$ cat src/rtl/iolatch_pkg.sv
package iolatch_pkg;

    localparam int unsigned LATCH_PINS  = 6;
    localparam int unsigned CTRL_BYTE_W = 8;
    localparam int unsigned SYNC_DEPTH  = 2;

    typedef enum logic {
        SEL_DIR  = 1'b0,
        SEL_DATA = 1'b1
    } reg_sel_e;

    typedef struct packed {
        logic                    valid;
        reg_sel_e                sel;
        logic [CTRL_BYTE_W-1:0]  payload;
    } ctrl_wr_t;

endpackage

$ cat src/rtl/iolatch_sync.sv
module iolatch_sync #(
    parameter int unsigned WIDTH  = 6,
    parameter int unsigned STAGES = 2
) (
    input  logic             clk,
    input  logic             rst,
    input  logic [WIDTH-1:0] d,
    output logic [WIDTH-1:0] q
);

    logic [WIDTH-1:0] stage_q [STAGES];

    always_ff @(posedge clk) begin
        if (rst) stage_q[0] <= '0;
        else     stage_q[0] <= d;
    end

    for (genvar i = 1; i < int'(STAGES); i++) begin : g_stage
        always_ff @(posedge clk) begin
            if (rst) stage_q[i] <= '0;
            else     stage_q[i] <= stage_q[i-1];
        end

        // each stage advances by exactly one edge
        a_r8_stage_shift: assert property (@(posedge clk) disable iff (rst)
            1'b1 |=> stage_q[i] == $past(stage_q[i-1]));
    end

    assign q = stage_q[STAGES-1];

endmodule

$ cat src/rtl/iolatch_regs.sv
module iolatch_regs
    import iolatch_pkg::*;
#(
    parameter int unsigned NUM_PINS = LATCH_PINS,
    parameter int unsigned BYTE_W   = CTRL_BYTE_W
) (
    input  logic                clk,
    input  logic                rst,
    input  ctrl_wr_t            cmd,
    output logic [NUM_PINS-1:0] dir_q,
    output logic [NUM_PINS-1:0] data_q
);

    localparam int unsigned PAD_W = BYTE_W - NUM_PINS;

    logic [NUM_PINS-1:0] field;
    logic [PAD_W-1:0]    unused_pad;

    // pin k sits at byte bit BYTE_W-1-k
    for (genvar k = 0; k < int'(NUM_PINS); k++) begin : g_unpack
        assign field[k] = cmd.payload[BYTE_W-1-k];
    end
    assign unused_pad = cmd.payload[PAD_W-1:0];

    always_ff @(posedge clk) begin
        if (rst) begin
            dir_q  <= '0;
            data_q <= '0;
        end else if (cmd.valid) begin
            if (cmd.sel == SEL_DIR) dir_q  <= field;
            else                    data_q <= field;
        end
    end

    // data register changes only on a data write
    a_r5_data_keep: assert property (@(posedge clk) disable iff (rst)
        !(cmd.valid && cmd.sel == SEL_DATA) |=> $stable(data_q));

    // direction register changes only on a direction write
    a_r2_dir_keep: assert property (@(posedge clk) disable iff (rst)
        !(cmd.valid && cmd.sel == SEL_DIR) |=> $stable(dir_q));

endmodule

$ cat src/rtl/iolatch_readback.sv
module iolatch_readback #(
    parameter int unsigned NUM_PINS = 6,
    parameter int unsigned BYTE_W   = 8
) (
    input  logic                clk,
    input  logic                rst,
    input  logic                rd_en,
    input  logic [NUM_PINS-1:0] dir_q,
    input  logic [NUM_PINS-1:0] data_q,
    input  logic [NUM_PINS-1:0] sensed,
    output logic [BYTE_W-1:0]   rd_data,
    output logic                rd_valid
);

    localparam int unsigned PAD_W = BYTE_W - NUM_PINS;

    logic [NUM_PINS-1:0] mixed;
    logic [BYTE_W-1:0]   packed_byte;

    assign mixed = (dir_q & data_q) | (~dir_q & sensed);

    for (genvar k = 0; k < int'(NUM_PINS); k++) begin : g_pack
        assign packed_byte[BYTE_W-1-k] = mixed[k];
    end
    assign packed_byte[PAD_W-1:0] = '0;

    always_ff @(posedge clk) begin
        if (rst) begin
            rd_data  <= '0;
            rd_valid <= 1'b0;
        end else begin
            rd_valid <= rd_en;
            if (rd_en) rd_data <= packed_byte;
        end
    end

    // readback held between read strobes
    a_r6_hold: assert property (@(posedge clk) disable iff (rst)
        !rd_en |=> $stable(rd_data));

    // valid follows the strobe by one edge
    a_r6_pulse: assert property (@(posedge clk) disable iff (rst)
        rd_en |=> rd_valid);

    // pad bits never read as 1
    a_r7_pad_zero: assert property (@(posedge clk) disable iff (rst)
        rd_valid |-> rd_data[PAD_W-1:0] == '0);

endmodule

$ cat src/rtl/iolatch_port.sv
module iolatch_port
    import iolatch_pkg::*;
#(
    parameter int unsigned NUM_PINS    = LATCH_PINS,
    parameter int unsigned BYTE_W      = CTRL_BYTE_W,
    parameter int unsigned SYNC_STAGES = SYNC_DEPTH
) (
    input  logic                clk,
    input  logic                rst,
    input  logic                wr_en,
    input  logic                wr_sel,
    input  logic [BYTE_W-1:0]   wr_byte,
    input  logic                rd_en,
    output logic [BYTE_W-1:0]   rd_data,
    output logic                rd_valid,
    input  logic [NUM_PINS-1:0] pin_in,
    output logic [NUM_PINS-1:0] pin_out,
    output logic [NUM_PINS-1:0] pin_oe
);

    ctrl_wr_t            cmd;
    logic [NUM_PINS-1:0] dir_q;
    logic [NUM_PINS-1:0] data_q;
    logic [NUM_PINS-1:0] sensed;

    assign cmd.valid   = wr_en;
    assign cmd.sel     = reg_sel_e'(wr_sel);
    assign cmd.payload = wr_byte;

    iolatch_regs #(
        .NUM_PINS (NUM_PINS),
        .BYTE_W   (BYTE_W)
    ) regs_i (
        .clk    (clk),
        .rst    (rst),
        .cmd    (cmd),
        .dir_q  (dir_q),
        .data_q (data_q)
    );

    iolatch_sync #(
        .WIDTH  (NUM_PINS),
        .STAGES (SYNC_STAGES)
    ) sync_i (
        .clk (clk),
        .rst (rst),
        .d   (pin_in),
        .q   (sensed)
    );

    iolatch_readback #(
        .NUM_PINS (NUM_PINS),
        .BYTE_W   (BYTE_W)
    ) rdbk_i (
        .clk      (clk),
        .rst      (rst),
        .rd_en    (rd_en),
        .dir_q    (dir_q),
        .data_q   (data_q),
        .sensed   (sensed),
        .rd_data  (rd_data),
        .rd_valid (rd_valid)
    );

    assign pin_oe  = dir_q;
    assign pin_out = data_q & dir_q;

    // port comes out of reset with every pin released
    a_r1_reset_released: assert property (@(posedge clk) disable iff (rst)
        $fell(rst) |-> (pin_oe == '0 && pin_out == '0 && !rd_valid));

    // direction write shows on pin_oe next cycle
    for (genvar k = 0; k < int'(NUM_PINS); k++) begin : g_chk
        a_r2_dir_load: assert property (@(posedge clk) disable iff (rst)
            (wr_en && !wr_sel) |=> pin_oe[k] == $past(wr_byte[BYTE_W-1-k]));

        // output pins read back the value they drive
        a_r7_out_readback: assert property (@(posedge clk) disable iff (rst)
            (rd_en && pin_oe[k]) |=> rd_data[BYTE_W-1-k] == $past(pin_out[k]));
    end

endmodule

$ cat config.mk
export PLATFORM = sky130hd
export DESIGN_NAME = iolatch_port
export DESIGN_NICKNAME = d
export VERILOG_FILES = /design/src/rtl/iolatch_pkg.sv /design/src/rtl/iolatch_sync.sv /design/src/rtl/iolatch_regs.sv /design/src/rtl/iolatch_readback.sv /design/src/rtl/iolatch_port.sv
export SDC_FILE = /design/constraint.sdc
export NUM_CORES = 1
export LEC_CHECK = 0
export BUFFER_PORTS_ARGS = -buffer_cell sky130_fd_sc_hd__buf_2
export CAP_MARGIN = 25
export CORE_UTILIZATION = 50
export DETAILED_ROUTE_END_ITERATION = 12
export HOLD_SLACK_MARGIN = 0.1
export PLACE_DENSITY = 0.91
export SLEW_MARGIN = 20
export SYNTH_ARGS = -nofsm -noshare
export SYNTH_HDL_FRONTEND = slang
export SYNTH_SLANG_ARGS = --single-unit
$ cat constraint.sdc
create_clock -name clk -period 1.55 [get_ports clk]
set_clock_uncertainty 0.15 [all_clocks]
set_input_delay 0.2325 -clock clk [delete_from_list [all_inputs] [get_ports clk]]
set_output_delay 0.2325 -clock clk [all_outputs]
set_load 0.02 [all_outputs]
# After elaboration in Yosys (flattened, before gate mapping)
# Memories as Yosys holds them, arrays and structs flattened.
# Index checks and enable logic that the tools add are counted.
# word_totals
regBits	19
ramBits	12
in_bits	19
output_inout_bits	21
mem_count	1
# classes
mux	5
bitwise	7
reduce_logical	2
# mem_list
name	words	word_bits	rd	rd_clocked_by_memory_dff	write_ports	line	rtl
sync_i.stage_q	2	6	2	0	2	iolatch_sync.sv:11	logic [WIDTH-1:0] stage_q [STAGES];
# op_table
cell	n
$and 6x6->6	2
$mux 6	2
$not 6->6	1
$or 6x6->6	1
$reduce_and 2->1	2
$mux 1	3
$or 1x1->1	2
$not 1->1	1

# Depth between registers and ports, before layout
# Gate-level depths: netlist (run 1).
# logic_depth
ltp_word	3
mapped_depth	4

# Hierarchy
# Synthesis (run 1) repeated with hierarchy kept, for this count alone.
# unflattened
hier_cells	109
area_unflattened_um2	1232.4
# by_module_without_submodules
mod	instances	cells_each	area_each_um2	seq_area_each_um2
iolatch_regs	1	48	524.3	240.2
iolatch_sync	1	25	366.6	240.2
iolatch_readback	1	30	304.0	140.1
iolatch_port	1	6	37.5	0.0

# Worst setup path before layout (run 1)
# No wires, ideal clock.
# synth_path
kind	register to register
start	reg regs_i.dir_q[5]
end	reg rdbk_i.rd_data[2]
t_arrival_ps	1000
required_ps	1314
slack_ps	315
stages_incl_launch_ff	4
n_path_buf	0
period_less_slack_ps	1235
cell_sequence	dfxtp_1 > and2_1 > a21oi_1 > a211oi_1
# synth_via
elab_cells_between_ends	4
cone_classes	4 x bitwise
# synth_lines
element	line	rtl
from (decl)	iolatch_regs.sv:10	output logic [NUM_PINS-1:0] dir_q,
from (signal assigned)	iolatch_regs.sv:30	if (cmd.sel == SEL_DIR) dir_q <= field;
$and 6x6->6	n/a	
via pin_out[5]	iolatch_port.sv:17	output logic [NUM_PINS-1:0] pin_out,
$or 6x6->6	iolatch_readback.sv:20	assign mixed = (dir_q & data_q) | (~dir_q & sensed);
to (signal assigned)	iolatch_readback.sv:33	if (rd_en) rd_data <= packed_byte;
to (decl)	iolatch_readback.sv:11	output logic [BYTE_W-1:0] rd_data,
# The timed path passes the listed nets, and every way through them passes these cells.
# A chain may end at the register's enable or synchronous reset.

# Final worst setup path (run 1)
# layout_path
start	reg regs_i.dir_q[2]
end	out pin_out[2]
# layout_via
elab_chain_len	1
# layout_rtl
element	line	rtl
$and 6x6->6	iolatch_port.sv:66	assign pin_out = data_q & dir_q;
to (decl)	iolatch_port.sv:17	
# Every way passes these cells.

==> results of run 1 <==
==> layout make-up <==
class,instances,area (µm²),share of cell area [%]
clock buffer,6,51.3,3.46
clock inverter,2,35.0,2.36
inverter,6,22.5,1.52
multi-input combinational,78,413,27.9
sequential,31,621,41.9
tap,27,33.8,2.28
timing repair buffer,48,305,20.6
==> state kept, by name, summed over array words and instances (netlist names) <==
register and count:
rdbk_i.rd_data 6, regs_i.data_q 6, rdbk_i.rd_valid 1, sync_i.stage_q 12
regs_i.dir_q 6
==> worst max-delay path, delay by kind of cell (launching register included) <==
kind                   cells  cell delay [ns]
buffers and inverters      1             0.17
flip-flops                 1             0.37
AND/OR/NAND/NOR            1             0.16
==> power breakdown <==
part	internal, mW	switching (mW)	total, mW
clock	0.381	0.264	0.645
combinational	0.0799	0.0947	0.175
sequential	0.835	0.0184	0.854
==> stage by stage <==
stage                     power [mW]  instances
final                           1.67        198
after floorplan                0.977        123
after detailed placement        1.02        177
after global routing            1.74        198
after global placement          1.01        177
after CTS                       1.68        198
==> per-layer routing <==
layer	wire length [µm]	up-vias	global-route usage, %	share of wire (%)
met5	0	-	0	0
met4	31	0	13.2	1.4
met3	131	4	6.85	6.0
met2	1070	38	34.5	49
met1	961	426	22.9	44
li1	-	484	-	-
==> synth_stat cells <==
library cell,count
inv_1,6
dfxtp_1,31
a211oi_1,6
and2_1,6
buf_4,3
nand2b_4,1
nor2_1,6
nand2_1,19
nand3_1,6
nor2b_1,13
buf_6,2
buf_2,2
a21oi_1,18
buf_1,1
nor2b_4,1
conb_1,1
==> cells by family (layout without fill, tap and decap cells) <==
| logic type | Yosys count | after routing |
|---|---|---|
| AOI/OAI and AO/OA | 24 | 24 |
| buffers and inverters | 14 | 62 |
| and+or+nand+nor | 52 | 52 |
| DFF | 31 | 31 |
| other | 1 | 2 |
==> worst paths after layout <==
path / cells after the start / endpoint / start / slack [ns]
hold / removal: 3 / regs_i.data_q[3] / wr_en / 0.12
setup / recovery: 2 / pin_out[2] / regs_i.dir_q[2] / 0.15
setup reg to reg: 3 / rdbk_i.rd_data[6] / regs_i.dir_q[1] / 0.49
hold reg to reg: 1 / sync_i.stage_q[1][4] / sync_i.stage_q[0][4] / 0.30
==> impl_metrics.py, run 1 <==
metrics = {
    "timing": {
        "period_minus_slack_ns": 1.40,
        "tightest_slew_ns": 0.510,
        "max_freq_mhz": 713,
        "setup_ws_ns": 0.147,
        "slew_violations": 0,
        "holdWs_ns": 0.115,
        "rsz0062_at_grt": "false",
        "post-route-period-util_pct": 90.5,
        "fin_tns_setup_ns": 0,
        "setup_violations": 0,
        "slew_headroom_pct": 66.0,
        "hold_violations": 0,
    },
    "setup_path": {
        "crit_path_max_fanout": 4,
        "crit_type": "reg -> out",
        "crit_path_cell_trace": "and2_1, buf_2",
        "worstPathArrival_ns": 1.02,
        "critPathCaptureType": "output port",
        "worstPathRequired_ns": 1.17,
        "cp-start-kind": "flip-flop",
        "slowest_delay_ns": 0.37,
        "worst_path_max_delay_cell": "dfxtp_1",
    },
    "final_layout": {
        "fin_util_pct": 73.3,
        "diodes": 0,
        "drive_gt1_share_pct": 26.3,
        "fin_area_mm2": 0.00148,
        "fin_nets": 189,
        "areaGrowthSynthToFinish_pct": 33.3,
        "fillCellCount": 154,
        "final_cell_mix": "buf_2 (35), dfxtp_1 (31), nand2_1 (19)",
        "final_common_cell": "buf_2",
    },
    "floorplanning": {
        "die_h_um": 49.1,
        "rows": 16,
        "core_region_area_mm2": 0.00202,
        "ios": 40,
        "dieArea_mm2": 0.00241,
        "start_util_pct": 55.0,
        "die_w_um": 49.1,
    },
    "synthesis": {
        "ys_ff_latch": 31,
        "synth_cell_types": 16,
        "synth_warnings": 0,
        "synth_top_area_share_pct": 55.9,
        "yosysTopAreaCell": "dfxtp_1",
        "synth_fa_ha_area_share_pct": 0,
        "netlist_area_mm2": 0.00111,
        "syn-instance-count": 122,
        "synth_xor_xnor_area_share_pct": 0,
        "synth.avg_cell_area_um2": 9.11,
        "synth_top_family_by_area": "simple AND/OR/NAND/NOR gates",
        "ys_seq_area_share_pct": 55.9,
        "synth_compound_area_share_pct": 12.2,
        "synthMuxAreaShare_pct": 0,
        "synth_area_leaders": "dfxtp_1 (56%), a21oi_1 (8.1%), nor2b_1 (7.3%)",
        "synthSimpleGateAreaFrac_pct": 24.3,
    },
    "global_route": {
        "grt_pass1_wl_um": 3680,
        "grt_remaining_overflow": 0,
        "antenna_found_initial": 0,
        "grt_use_total_pct": 20.9,
        "first_global_vias": 891,
        "grt_max_degree": 32,
    },
    "cts": {
        "clock_path_buffers": 2,
        "cts-hold-fix-buffers": 13,
        "clk_latency_ns": 0.32,
        "cts_tree": "built",
        "cts-root-buf": "clkbuf_4",
        "clkSinkCount": 31,
        "cts_made_buffers": 5,
        "htree_levels": 2,
        "clkSlewWorstSetupHoldPaths_ns": 0.09,
        "post_cts_buffers": 0,
        "cts_resized": 0,
    },
    "placed_design": {
        "dp_hpwl_um": 1480,
        "port_buffers": 35,
        "dp_slack_ns": 0.449,
        "place_area_mm2": 0.00126,
        "place_congestion": 0.760,
    },
    "status": {
        "outcome": "finished, final reports clean",
    },
    "route": {
        "wire_per_inst_um": 11.1,
        "drc": 0,
        "vias": 952,
        "viasPerCell": 4.81,
        "ant_nets": 0,
        "drtPass1Iterations": 4,
        "wirelength_um": 2200,
        "drtIter0Drc": 11,
    },
    "pwr": {
        "ir_drop_mv": 0.999,
        "p_per_area_mw_per_mm2": 1130,
        "p_leak_nw": 0.660,
    },
    "flow_run": {
        "drv_cap": 0,
    },
    "hold_path": {
        "hold_class": "in -> reg",
    },
}
(Power assumes the default switching activity.)
==> inputs of run 2 (changes only) <==
--- a/config.mk
+++ b/config.mk
@@ -11,5 +11,5 @@
 export DETAILED_ROUTE_END_ITERATION = 12
 export HOLD_SLACK_MARGIN = 0.1
-export PLACE_DENSITY = 0.91
+export PLACE_DENSITY = 0.8
 export SLEW_MARGIN = 20
 export SYNTH_ARGS = -nofsm -noshare
==> constraint.sdc (replaced) <==
create_clock -name clk -period 1.55 [get_ports clk]
set_clock_uncertainty 0.15 [all_clocks]
set_input_delay 0.0775 -clock clk [delete_from_list [all_inputs] [get_ports clk]]
set_output_delay 0.0775 -clock clk [all_outputs]
set_load 0.02 [all_outputs]
==> impl_metrics.py, run 2 (synthesis results as in run 1) <==
metrics = {
    "cts": {
        "cts_made_buffers": 5,
        "cts_tree": "built",
        "cts-root-buf": "clkbuf_4",
        "clk_latency_ns": 0.33,
        "clock_path_buffers": 2,
        "clkSinkCount": 31,
        "htree_levels": 2,
        "post_cts_buffers": 0,
        "clkSlewWorstSetupHoldPaths_ns": 0.09,
    },
    "floorplanning": {
        "rows": 16,
        "start_util_pct": 55.0,
        "dieArea_mm2": 0.00241,
        "die_w_um": 49.1,
        "ios": 40,
        "die_h_um": 49.1,
        "core_region_area_mm2": 0.00202,
    },
    "pwr": {
        "p_int_mw": 1.12,
        "switching_power_mw": 0.388,
        "combPwrFrac_pct": 14.3,
        "p_per_area_mw_per_mm2": 922,
        "clock_power_share_pct": 29.0,
        "ir_drop_mv": 0.622,
        "swShare_pct": 25.7,
        "p_leak_nw": 0.717,
        "p_seq_share_pct": 56.7,
    },
    "setup_path": {
        "r2r-end": "regs_i.data_q[4]",
        "worstPathArrival_ns": 1.43,
        "crit_type": "in -> reg",
        "reg2regPathDepth": 3,
        "ff2ff_setup_slack_ns": 0.26,
        "critPathCaptureType": "flip-flop",
        "slowest_delay_ns": 1.02,
        "rr_startpoint": "regs_i.data_q[4]",
        "worstPathRequired_ns": 1.59,
        "worst_path_max_delay_cell": "dlygate4sd3_1",
        "crit_path_max_fanout": 18,
        "crit_end": "sync_i.stage_q[1][5]",
        "crit_path_cell_trace": "buf_2, dlygate4sd3_1, nor2b_1",
        "cp-start-kind": "input port",
        "startpoint": "rst",
    },
    "status": {
        "outcome": "finished, final reports clean",
    },
    "final_layout": {
        "largest_reg_flops": 12,
        "fillCellCount": 130,
        "top_register": "sync_i.stage_q",
        "final_common_cell": "buf_2",
        "drive_gt1_share_pct": 22.6,
        "areaGrowthSynthToFinish_pct": 47.2,
        "final_cell_mix": "buf_2 (35), dlygate4sd3_1 (32), dfxtp_1 (31)",
        "diodes": 0,
        "fin_nets": 208,
        "regArea_um2": 621,
        "multi_input_area_um2": 413,
    },
    "global_route": {
        "grt_remaining_overflow": 0,
        "antenna_found_initial": 0,
        "grt_use_total_pct": 26.8,
        "grt_max_degree": 19,
        "grt_pass1_wl_um": 4650,
        "first_global_vias": 1000,
    },
    "hold_path": {
        "hold_class": "reg -> reg",
    },
    "flow_run": {
        "drv_cap": 0,
    },
    "route": {
        "wirelength_um": 2790,
        "vias": 1058,
        "drc": 0,
        "ant_nets": 0,
        "drtIter0Drc": 20,
        "viasPerCell": 4.88,
        "wire_per_inst_um": 12.8,
        "drtPass1Iterations": 4,
    },
    "timing": {
        "rsz0062_at_grt": "false",
        "slew_violations": 0,
        "hold_violations": 0,
        "holdWs_ns": 0.304,
        "tightest_slew_ns": 0.664,
        "fin_tns_setup_ns": 0,
        "post-route-period-util_pct": 89.5,
        "period_minus_slack_ns": 1.39,
        "setup_violations": 0,
        "slew_headroom_pct": 55.6,
        "max_freq_mhz": 721,
    },
    "placed_design": {
        "dp_hpwl_um": 1420,
        "place_congestion": 0.714,
        "port_buffers": 35,
    },
}
## run 2: worst max-delay path: cells and delay by family
| kind | cells | cell delay, ns |
|---|---|---|
| buf+inv | 2 | 1.21 |
| simple gates | 1 | 0.14 |
## run 2: routing by layer
metal,global-route usage [%],vias up,routed length [µm]
met5,0,-,0
met4,14.7,0,27
met3,6.23,3,176
met2,46.3,39,1390
met1,30.2,493,1190
li1,-,523,-
## run 2: how the worst min path moves through the flow
stage / start / depth (start not counted) / end
6_report: sync_i.stage_q[0][0] / 1 / sync_i.stage_q[1][0]
5_1_grt: sync_i.stage_q[0][0] / 1 / sync_i.stage_q[1][0]
4_1_cts: sync_i.stage_q[0][5] / 1 / sync_i.stage_q[1][5]
3_5_place_dp: pin_in[4] / 2 / sync_i.stage_q[0][4]
3_3_place_gp: pin_in[1] / 2 / sync_i.stage_q[0][1]
2_1_floorplan: rst / 1 / sync_i.stage_q[1][5]
## run 2: power groups by stage
stage               sequential, mW  combinational [mW]  clock, mW
floorplan                    0.890              0.0872          0
global placement             0.870               0.147          0
detailed placement           0.872               0.150          0
CTS                          0.853               0.210      0.444
global route                 0.859               0.236      0.474
finish                       0.854               0.216      0.438
## run 2: final cells by class
class	instances	share of cell area (%)
sequential	31	37.9
timing repair buffer	67	30.3
multi-input combinational	78	25.2
clock buffer	7	2.75
tap	27	2.07
inverter	6	1.38
clock inverter	1	0.306
## run 2: stage by stage
step / cells / utilization (%) / area, µm² / total power [mW] / setup slack [ns]
2_1_floorplan: 123 / - / 1110 / 0.977 / 0.315
3_3_place_gp: 177 / 62.6 / 1260 / 1.02 / 0.540
3_5_place_dp: 177 / 62.6 / 1260 / 1.02 / 0.486
4_1_cts: 217 / 80.9 / 1640 / 1.51 / 0.0276
5_1_grt: 217 / 80.9 / 1640 / 1.57 / 0.101
6_report: 217 / 80.9 / 1640 / 1.51 / 0.163
## run 2: repair_timing
| action | in CTS | in global routing |
|---|---|---|
| endpoints found under the setup margin | 0 | 1 |
| endpoints found under the hold margin | 31 | 5 |
| hold buffers | 32 | 1 |
| resized for setup | 0 | 0 |
